File: config.mk
export PLATFORM = sky130hd
export DESIGN_NAME = spi_lp_core
export DESIGN_NICKNAME = d
export VERILOG_FILES = /design/src/rtl/spi_lp_core.sv
export SDC_FILE = /design/constraint.sdc
export NUM_CORES = 1
export LEC_CHECK = 0
export BUFFER_PORTS_ARGS = -buffer_cell sky130_fd_sc_hd__buf_2
export CORE_MARGIN = 5
export CORE_UTILIZATION = 45
export DETAILED_ROUTE_END_ITERATION = 6
export SLEW_MARGIN = 30
export SYNTH_ARGS = -nofsm -noshare
export SYNTH_HDL_FRONTEND = slang
export SYNTH_SLANG_ARGS = --single-unit
export TNS_END_PERCENT = 30
File: constraint.sdc
create_clock -name clk -period 2.6 [get_ports clk]
set_clock_uncertainty 0.2 [all_clocks]
set_input_delay 0.26 -clock clk [delete_from_list [all_inputs] [get_ports clk]]
set_output_delay 0.26 -clock clk [all_outputs]
set_load 0.01 [all_outputs]
File: src/rtl/spi_lp_core.sv
module spi_lp_core #(
  parameter int HALF_DIV = 4
) (
  input  logic        clk,
  input  logic        rst_n,
  input  logic        bus_wr,
  input  logic        bus_rd,
  input  logic [1:0]  bus_addr,
  input  logic [15:0] bus_wdata,
  output logic [15:0] bus_rdata,
  output logic        irq,
  input  logic        wait_req,
  input  logic        stop_req,
  input  logic        off_req,
  output logic        sck_out,
  output logic        sel_n_out,
  input  logic        sck_in,
  input  logic        sel_n_in,
  input  logic        sdi,
  output logic        sdo
);
  localparam int DVW = $clog2(HALF_DIV) + 1;
  localparam logic [DVW-1:0] DIV_END = DVW'(HALF_DIV - 1);

  logic wait_s, stop_s, off_s;
  logic c_en, c_mst, c_wide, c_rxie, c_halt;
  logic [15:0] tx_buf, data_r, shreg;
  logic tx_full, rx_full, armed, pend;
  logic busy, sck_r, rxbit;
  logic [DVW-1:0] div;
  logic [3:0] bitcnt;
  logic [2:0] sck_q, ssn_q;
  logic [1:0] sdi_q;

  always_ff @(posedge clk or negedge rst_n)
    if (!rst_n) {wait_s, stop_s, off_s} <= 3'b000;
    else        {wait_s, stop_s, off_s} <= {wait_req, stop_req, off_req};

  wire frozen = stop_s | (wait_s & c_halt);
  wire bus_ok = ~frozen & ~off_s;

  always_ff @(posedge clk or negedge rst_n)
    if (!rst_n) begin
      sck_q <= 3'b000; ssn_q <= 3'b111; sdi_q <= 2'b00;
    end else begin
      sck_q <= {sck_q[1:0], sck_in};
      ssn_q <= {ssn_q[1:0], sel_n_in};
      sdi_q <= {sdi_q[0], sdi};
    end

  wire s_act  = ~ssn_q[1];
  wire slv_on = c_en & ~c_mst & ~off_s;
  wire mst_on = c_en & c_mst & ~off_s;

  wire m_start = mst_on & ~busy & tx_full & ~frozen;
  wire m_tick  = busy & ~frozen & (div == DIV_END);
  wire s_load  = slv_on & ~ssn_q[1] & ssn_q[2] & tx_full;
  wire s_rise  = slv_on & s_act & sck_q[1] & ~sck_q[2];
  wire s_fall  = slv_on & s_act & ~sck_q[1] & sck_q[2];

  wire load  = m_start | s_load;
  wire samp  = (m_tick & ~sck_r) | s_rise;
  wire shift = (m_tick & sck_r) | s_fall;
  wire last  = bitcnt == (c_wide ? 4'd15 : 4'd7);
  wire done  = shift & last;

  wire [15:0] sh_next = {shreg[14:0], rxbit};
  wire [15:0] cap_src = done ? sh_next : shreg;
  wire [15:0] cap_val = c_wide ? cap_src : {8'h00, cap_src[7:0]};

  always_ff @(posedge clk or negedge rst_n)
    if (!rst_n) begin
      busy <= 1'b0; sck_r <= 1'b0; div <= '0; bitcnt <= '0; rxbit <= 1'b0;
    end else if (off_s) begin
      busy <= 1'b0; sck_r <= 1'b0; div <= '0; bitcnt <= '0; rxbit <= 1'b0;
    end else begin
      if (m_start) begin
        busy <= 1'b1; sck_r <= 1'b0; div <= '0; bitcnt <= '0;
      end else if (busy && !frozen) begin
        if (m_tick) begin
          div <= '0; sck_r <= ~sck_r;
        end else div <= div + 1'b1;
      end
      if (samp) rxbit <= c_mst ? sdi : sdi_q[1];
      if (shift) begin
        bitcnt <= last ? 4'd0 : bitcnt + 4'd1;
        if (last && c_mst) busy <= 1'b0;
      end
      if (!c_mst && ssn_q[1]) bitcnt <= '0;
    end

  always_ff @(posedge clk)
    if (load)       shreg <= tx_buf;
    else if (shift) shreg <= sh_next;

  always_ff @(posedge clk or negedge rst_n)
    if (!rst_n) begin
      {c_en, c_mst, c_wide, c_rxie, c_halt} <= '0;
      tx_buf <= '0; data_r <= '0;
      tx_full <= 1'b0; rx_full <= 1'b0; armed <= 1'b0; pend <= 1'b0;
    end else if (off_s) begin
      {c_en, c_mst, c_wide, c_rxie, c_halt} <= '0;
      tx_buf <= '0; data_r <= '0;
      tx_full <= 1'b0; rx_full <= 1'b0; armed <= 1'b0; pend <= 1'b0;
    end else begin
      if (load) tx_full <= 1'b0;
      if (bus_ok && bus_wr) begin
        case (bus_addr)
          2'd0: {c_halt, c_rxie, c_wide, c_mst, c_en} <= bus_wdata[4:0];
          2'd2: begin tx_buf <= bus_wdata; tx_full <= 1'b1; end
          default: ;
        endcase
      end
      if (bus_ok && bus_rd) begin
        if (bus_addr == 2'd1 && rx_full) armed <= 1'b1;
        if (bus_addr == 2'd2 && armed) begin
          rx_full <= 1'b0; armed <= 1'b0;
        end
      end
      if (done && frozen) pend <= 1'b1;
      if ((done && !frozen) || (pend && !frozen)) begin
        rx_full <= 1'b1; data_r <= cap_val;
      end
      if (pend && !frozen) pend <= 1'b0;
    end

  always_comb
    case (bus_addr)
      2'd0:    bus_rdata = {11'd0, c_halt, c_rxie, c_wide, c_mst, c_en};
      2'd1:    bus_rdata = {14'd0, ~tx_full, rx_full};
      2'd2:    bus_rdata = data_r;
      default: bus_rdata = '0;
    endcase

  assign irq       = rx_full & c_rxie;
  assign sck_out   = sck_r;
  assign sel_n_out = ~busy;
  assign sdo       = c_wide ? shreg[15] : shreg[7];
endmodule

==> results of run 1 <==
## path summary, 6_finish.rpt
check	to	slack, ns	cells past startpoint
max	shreg[0]	0.31	5
min	rx_full	0.10	4
max reg2reg	shreg[0]	0.31	5
min reg2reg	sdi_q[1]	0.15	0
max in group asynchronous	data_r[0]	1.26	3
min in group asynchronous	sdi_q[0]	0.40	3
## worst min-delay path, cell delays in order
cell	delay [ns]
sky130_fd_sc_hd__buf_2	0.12
sky130_fd_sc_hd__nand4_1	0.08
sky130_fd_sc_hd__nand3_1	0.07
sky130_fd_sc_hd__nand2_1	0.06
## power by group
part | leakage (nW) | switching (mW) | internal (mW) | total (mW)
Combinational | 0.855 | 0.0764 | 0.0584 | 0.135
Sequential | 0.986 | 0.0128 | 1.26 | 1.27
Clock | 0.0981 | 0.449 | 0.443 | 0.892
## cell families after synthesis
group | count (synthesis)
xor+xnor | 3
simple gates | 102
compound gates | 61
mux | 45
fa+ha+maj | 2
buf+inv | 35
flops | 78
## routing by layer
| layer | vias to the layer above | global-route usage | share of wire |
|---|---|---|---|
| met1 | 1242 | 0.2348 | 0.48 |
| met2 | 43 | 0.2663 | 0.48 |
| met5 | - | 0 | 0 |
| met4 | 0 | 0.05596 | 0.013 |
| met3 | 9 | 0.03529 | 0.032 |
| li1 | 1286 | - | - |
## area by class of cell
class,instances,area share
inverter,21,0.01762
clock buffer,10,0.02852
clock inverter,6,0.01370
tap,105,0.02936
timing repair buffer,79,0.1247
sequential,78,0.4550
multi-input combinational,213,0.3311
## through the flow
stage,hold WS [ns],cells,utilization
final,0.1002,512,0.5529
after global routing,0.1056,512,0.5529
after CTS,0.08404,512,0.5529
after detailed placement,0.1347,473,0.5011
after global placement,0.1332,473,0.5011
after floorplan,-0.2356,326,-
## placed cells by master, fill, tap and decap left out, drive strengths merged, types with 2 or more instances in the layout
cell type / n
dfrtp: 59
buf: 56
nand2: 47
mux2i: 27
dlygate4sd3: 23
inv: 22
o21ai: 22
nor2: 20
mux2: 18
edfxtp: 16
o22ai: 16
and2: 13
a21oi: 13
clkbuf: 10
nand3: 5
nor3: 4
clkinv: 4
dfstp: 3
a31oi: 2
or2: 2
xnor2: 2
ha: 2
nand3b: 2
and3: 2
## flip-flops by register name, summed over array words and instances, names as in the netlist, 2 cells and up
register  cells
tx_buf       16
sdi_q         2
sck_q         3
data_r       16
bitcnt        4
div           3
ssn_q         3
shreg        16
==> reports/qor.tcl, run 1 <==
set qor(result_of_the_run) {complete, no violations}
set qor(launch_point_of_the_critical_path) {c_halt}
set qor(cts_buffers) 9
set qor(grt.total_usage) 0.1696
set qor(pre_cts_ws_ns) 0.3176
set qor(cap_viol_max_count) 0
set qor(drtIter0Drc) 131
set qor(leakage_nw) 1.940
set qor(drtAntennaViolNets) 0
set qor(register_bit_count_reported_by_yosys) 78
set qor(port_buffers) 47
set qor(std_cell_rows) 33
set qor(synth_top_cell_by_area) {sky130_fd_sc_hd__dfrtp_1}
set qor(timing.rr.start) {c_halt}
set qor(remaining_drc_errors) 0
set qor(avgViaCountPerCell) 5.039
set qor(ir_worst_vdd_v) 0.0003156
set qor(timing.critical_path.max_delay_family) {simple AND/OR/NAND/NOR gates}
set qor(ys.flop_type) {sky130_fd_sc_hd__dfrtp_1}
set qor(crit_slowest_cell) {sky130_fd_sc_hd__dfrtp_1}
set qor(synth.top_cells.by_count) {sky130_fd_sc_hd__dfrtp_1 (59), sky130_fd_sc_hd__nand2_1 (47), sky130_fd_sc_hd__mux2i_1 (27), sky130_fd_sc_hd__inv_1 (21), sky130_fd_sc_hd__o21ai_0 (20)}
set qor(clock_sinks) 78
set qor(tightest_slew_ns) 0.7943
set qor(cells_after_synthesis) 326
set qor(hold_viol) 0
set qor(arrival_ns) 2.10
set qor(power_density_nw_per_um2) 514.1
set qor(clk_path_buf_depth) 2
set qor(critPathBufInv) 0
set qor(start_kind) {flip-flop}
set qor(sequential_cell_area_um2) 2036
set qor(die_width_um) 100.6
set qor(report.final.setup_viol) 0
set qor(avgSynthCellArea_um2) 11.34
set qor(timing.critical_path.cells) {a21o_1, nor3_1, a31oi_1, nor2_4, or2_2}
set qor(setup_ws_ns) 0.3056
set qor(relSlewSlack) 0.4704
set qor(hold_class) {in2reg}
set qor(tritoncts) {built}
set qor(cts_hold_repair.buffers) 23
set qor(insertion_delay_ns) 0.35
set qor(globalplace.congestion) 0.7886
set qor(timing.critical_path.slowest_cell_delay_ns) 0.43
set qor(initial_core_util) 0.4569
set qor(drive_above_1_share) 0.2776
set qor(clock_pin_slew_of_the_registers_on_the_worst_case_setup_and_hold_paths_ns) 0.08
set qor(cts_htree_levels) 3
set qor(cts-resized-gates) 0
set qor(postSynth.asyncResetShare) 0.7949
set qor(syn_to_final_growth_pct) 21.02
set qor(synth-xor-area-share) 0.007107
set qor(post-cts-setup-buffer-count) 0
set qor(placement.cell_area_um2) 4055
set qor(post-layout-total-power_mw) 2.300
set qor(grt_start_max_net_pins) 63
set qor(synth_simple_gate_area_share) 0.1374
set qor(place.detailed.hpwl_mm) 5.551
set qor(yosysSeqAreaShare) 0.5506
set qor(min-delay-start) {bus_rd}
set qor(unrepaired_setup_endpoints_after_global_routing) {false}
set qor(synth_enable_flop_cells) 16
set qor(cell_variety_after_synth) 50
set qor(yosys.cell_count.top_type) {sky130_fd_sc_hd__dfrtp_1}
set qor(dr_total_vias) 2580
set qor(cts-root-buf) {sky130_fd_sc_hd__clkbuf_8}
set qor(floorplan.core_area_um2) 8093
set qor(nFillCells) 727
set qor(initial_antenna_violation_count) 0
set qor(synth_top_cell_area_share) 0.3993
set qor(finalSetupTns_ns) 0
set qor(slew_viol_final) 0
set qor(globalRoute.totalOverflow) 0
set qor(main_combinational_cell_family_by_area_after_synthesis) {simple AND/OR/NAND/NOR gates}
set qor(multi_input_comb_area_um2) 1481
set qor(synth_compound_area_frac) 0.1215
set qor(synthesis.area_um2) 3697
set qor(synth_mux_area_frac) 0.1279
set qor(drt-wirelength-per-cell_um) 15.45
set qor(worstSetupEndpointType) {flip-flop}
set qor(drt-total-wl_mm) 7.912
set qor(first_global_vias) 2691
set qor(critical_path.max_fanout) 16
set qor(chipHeight_um) 100.6
set qor(yosysWarnings) 0
set qor(cp.required_ns) 2.41
set qor(design.portCount) 48
set qor(dominant_cells_by_area_after_synthesis) {sky130_fd_sc_hd__dfrtp_1 (40%), sky130_fd_sc_hd__edfxtp_1 (13%), sky130_fd_sc_hd__mux2i_1 (7.3%)}
set qor(synth.net_count) 356
set qor(max_freq_mhz) 435.8
set qor(fp.dieArea_um2) 10130
set qor(post-route-period-util) 0.8825
set qor(post_synth_fa_ha_maj_area_fraction) 0.006768
set qor(final_nets) 432
set qor(wire_length_of_the_first_global_routing_pass_mm) 13.34
set qor(antennaDiodeCount) 0
set qor(critPathKind) {reg2reg}
set qor(drt-pass1-iter-count) 5
set qor(final_period_minus_worst_setup_slack_ns) 2.294
set qor(finish.instance_area_um2) 4474
Power figures use the tool's default switching activity.
==> inputs of run 2 (changes only) <==
BUFFER_PORTS_ARGS = -buffer_cell sky130_fd_sc_hd__clkbuf_2   (was -buffer_cell sky130_fd_sc_hd__buf_2)
==> run 2 against run 1 <==
Against the previous run:
- maximum frequency decreased by 1.7%
- die area unchanged
- hold slack worse by 0.028 ns
- critical path type unchanged
- critical endpoint is now data_r[0]
==> reports/qor.tcl, run 2 (synthesis gave the netlist of run 1 again) <==
set qor(result_of_the_run) {complete, no violations}
set qor(timing.critical_path.slowest_cell_delay_ns) 0.51 ;# +0.08 ns
set qor(drt-pass1-iter-count) 4 ;# -1
set qor(hold_viol) 0 ;# unchanged
set qor(worstSetupEndpointType) {flip-flop}
set qor(max_freq_mhz) 428.5 ;# -1.7%
set qor(floorplan.core_area_um2) 8093 ;# unchanged
set qor(cap_viol_max_count) 0 ;# unchanged
set qor(post-cts-setup-buffer-count) 0 ;# unchanged
set qor(initial_antenna_violation_count) 0 ;# unchanged
set qor(highest_count_cells_in_the_layout_ignoring_fill_and_taps) {sky130_fd_sc_hd__dfrtp_1 (59), sky130_fd_sc_hd__nand2_1 (47), sky130_fd_sc_hd__clkbuf_2 (47)}
set qor(post-route-util) 0.5560 ;# +0.003092
set qor(wire_length_of_the_first_global_routing_pass_mm) 13.66 ;# +2.4%
set qor(nFillCells) 753 ;# +3.6%
set qor(insertion_delay_ns) 0.35 ;# about the same
set qor(unrepaired_setup_endpoints_after_global_routing) {false}
set qor(ir_worst_vdd_v) 0.0002539 ;# -20%
set qor(std_cell_rows) 33 ;# unchanged
set qor(critical_path.max_fanout) 16 ;# unchanged
set qor(clock_pin_slew_of_the_registers_on_the_worst_case_setup_and_hold_paths_ns) 0.08 ;# about the same
set qor(cts_htree_levels) 3 ;# unchanged
set qor(start_kind) {flip-flop}
set qor(hold_class) {in2reg}
set qor(avgViaCountPerCell) 5.119 ;# +1.6%
set qor(chipHeight_um) 100.6 ;# unchanged
set qor(tightest_slew_ns) 0.7860 ;# -0.008306 ns
set qor(globalRoute.totalOverflow) 0 ;# unchanged
set qor(timing.critical_path.max_delay_family) {compound AO/OA/AOI/OAI gates}
set qor(die_width_um) 100.6 ;# unchanged
set qor(tritoncts) {built}
set qor(antennaDiodeCount) 0 ;# unchanged
set qor(critPathBufInv) 0 ;# unchanged
set qor(first_global_vias) 2701 ;# +0.37%
set qor(cp.required_ns) 2.61 ;# +0.20 ns
set qor(fp.dieArea_um2) 10130 ;# unchanged
set qor(power_density_nw_per_um2) 532.3 ;# +3.6%
set qor(remaining_drc_errors) 0 ;# unchanged
set qor(globalplace.congestion) 0.7431 ;# -5.8%
set qor(relSlewSlack) 0.4760 ;# +0.005537
set qor(port_buffers) 47 ;# unchanged
set qor(final_period_minus_worst_setup_slack_ns) 2.334 ;# +0.03951 ns
set qor(drive_above_1_share) 0.2801 ;# +0.002457
set qor(clock_sinks) 78 ;# unchanged
set qor(finalSetupTns_ns) 0 ;# unchanged
set qor(place.detailed.hpwl_mm) 5.634 ;# +1.5%
set qor(syn_to_final_growth_pct) 21.69
set qor(post-route-period-util) 0.8976 ;# +0.01519
set qor(dr_total_vias) 2621 ;# +1.6%
set qor(final_nets) 432 ;# unchanged
set qor(grt.total_usage) 0.1744 ;# +0.004797
set qor(drtIter0Drc) 97 ;# -26%
set qor(post-layout-total-power_mw) 2.395 ;# +4.1%
set qor(top_regs) {data_r: 16 flops, shreg: 16 flops, tx_buf: 16 flops}
set qor(design.portCount) 48 ;# unchanged
set qor(crit_slowest_cell) {sky130_fd_sc_hd__dfrtp_1}
set qor(initial_core_util) 0.4569 ;# unchanged
set qor(critPathKind) {reg2reg}
set qor(report.final.setup_viol) 0 ;# unchanged
set qor(timing.critical_path.cells) {nor4b_4, nor3b_2, o21ai_2, a21oi_4, o22ai_1}
set qor(layout_commonest_cell) {sky130_fd_sc_hd__dfrtp_1}
set qor(cts-root-buf) {sky130_fd_sc_hd__clkbuf_8}
set qor(drt-total-wl_mm) 8.049 ;# +1.7%
set qor(drt-wirelength-per-cell_um) 15.72 ;# +1.7%
set qor(clk_path_buf_depth) 2 ;# unchanged
set qor(grt_start_max_net_pins) 63 ;# unchanged
set qor(drtAntennaViolNets) 0 ;# unchanged
set qor(arrival_ns) 2.34 ;# +0.24 ns
set qor(cts_buffers) 9 ;# unchanged
set qor(leakage_nw) 1.939 ;# about the same
set qor(slew_viol_final) 0 ;# unchanged
run 2: cell types whose count changed in the layout (fill, tap and decap cells not counted), sizes merged:
cell / before / now
inv: 22 / 21
clkinvlp: 0 / 1
bufinv: 1 / 2
clkbuf: 10 / 57
buf: 56 / 9
clkinv: 4 / 3
run 2: path summary, 6_finish.rpt:
kind	endpoint	cells past startpoint	startpoint	slack, ns
max	data_r[0]	5	c_mst	0.27
min	rx_full	4	bus_rd	0.07
max reg2reg	data_r[0]	5	c_mst	0.27
min reg2reg	sck_q[1]	0	sck_q[0]	0.15
max in group asynchronous	data_r[6]	3	rst_n	1.26
min in group asynchronous	sdi_q[1]	3	rst_n	0.42
run 2: metal layers:
layer | track usage | vias to the layer above | share of wire
li1 | - | 1295 | -
met1 | 0.2487 | 1272 | 0.48
met2 | 0.2658 | 44 | 0.47
met3 | 0.02491 | 10 | 0.034
met4 | 0.07461 | 0 | 0.016
met5 | 0 | - | 0
run 2: what timing repair did:
action                    4_1_cts  5_1_grt
hold endpoints to repair       86        0
hold buffers                   23        0
resized for setup               0        0
run 2: final cells by class:
cell class                      count  area (µm²)  share of cell area
Sequential cell                    78        2036              0.4524
Multi-Input combinational cell    213        1481              0.3293
Timing Repair Buffer               79       558.0              0.1240
Tap cell                          105       131.4             0.02920
Clock buffer                       10       127.6             0.02836
Clock inverter                      6       86.33             0.01919
Inverter                           21       78.83             0.01752
run 2: power breakdown:
part           switching, mW  total [mW]  leakage, nW  internal [mW]
Combinational         0.0759       0.134        0.846         0.0584
Sequential            0.0133        1.27        0.986           1.26
Clock                  0.448       0.987        0.106          0.539
Total                  0.537        2.40         1.94           1.86
run 2: through the flow:
stage	setup WS (ns)	hold slack [ns]	std cells	area (µm²)
after global routing	0.1680	0.09067	512	4499
final	0.2661	0.07237	512	4499
after detailed placement	0.2746	0.1355	473	4055
after floorplan	0.4529	-0.2356	326	3697
after CTS	0.2668	0.06355	512	4499
after global placement	0.3322	0.1334	473	4055
run 2: tightest hold or removal path: stages:
cell,delay [ns]
sky130_fd_sc_hd__clkbuf_2,0.10
sky130_fd_sc_hd__nand4_1,0.08
sky130_fd_sc_hd__nand3_1,0.07
sky130_fd_sc_hd__nand2_1,0.06
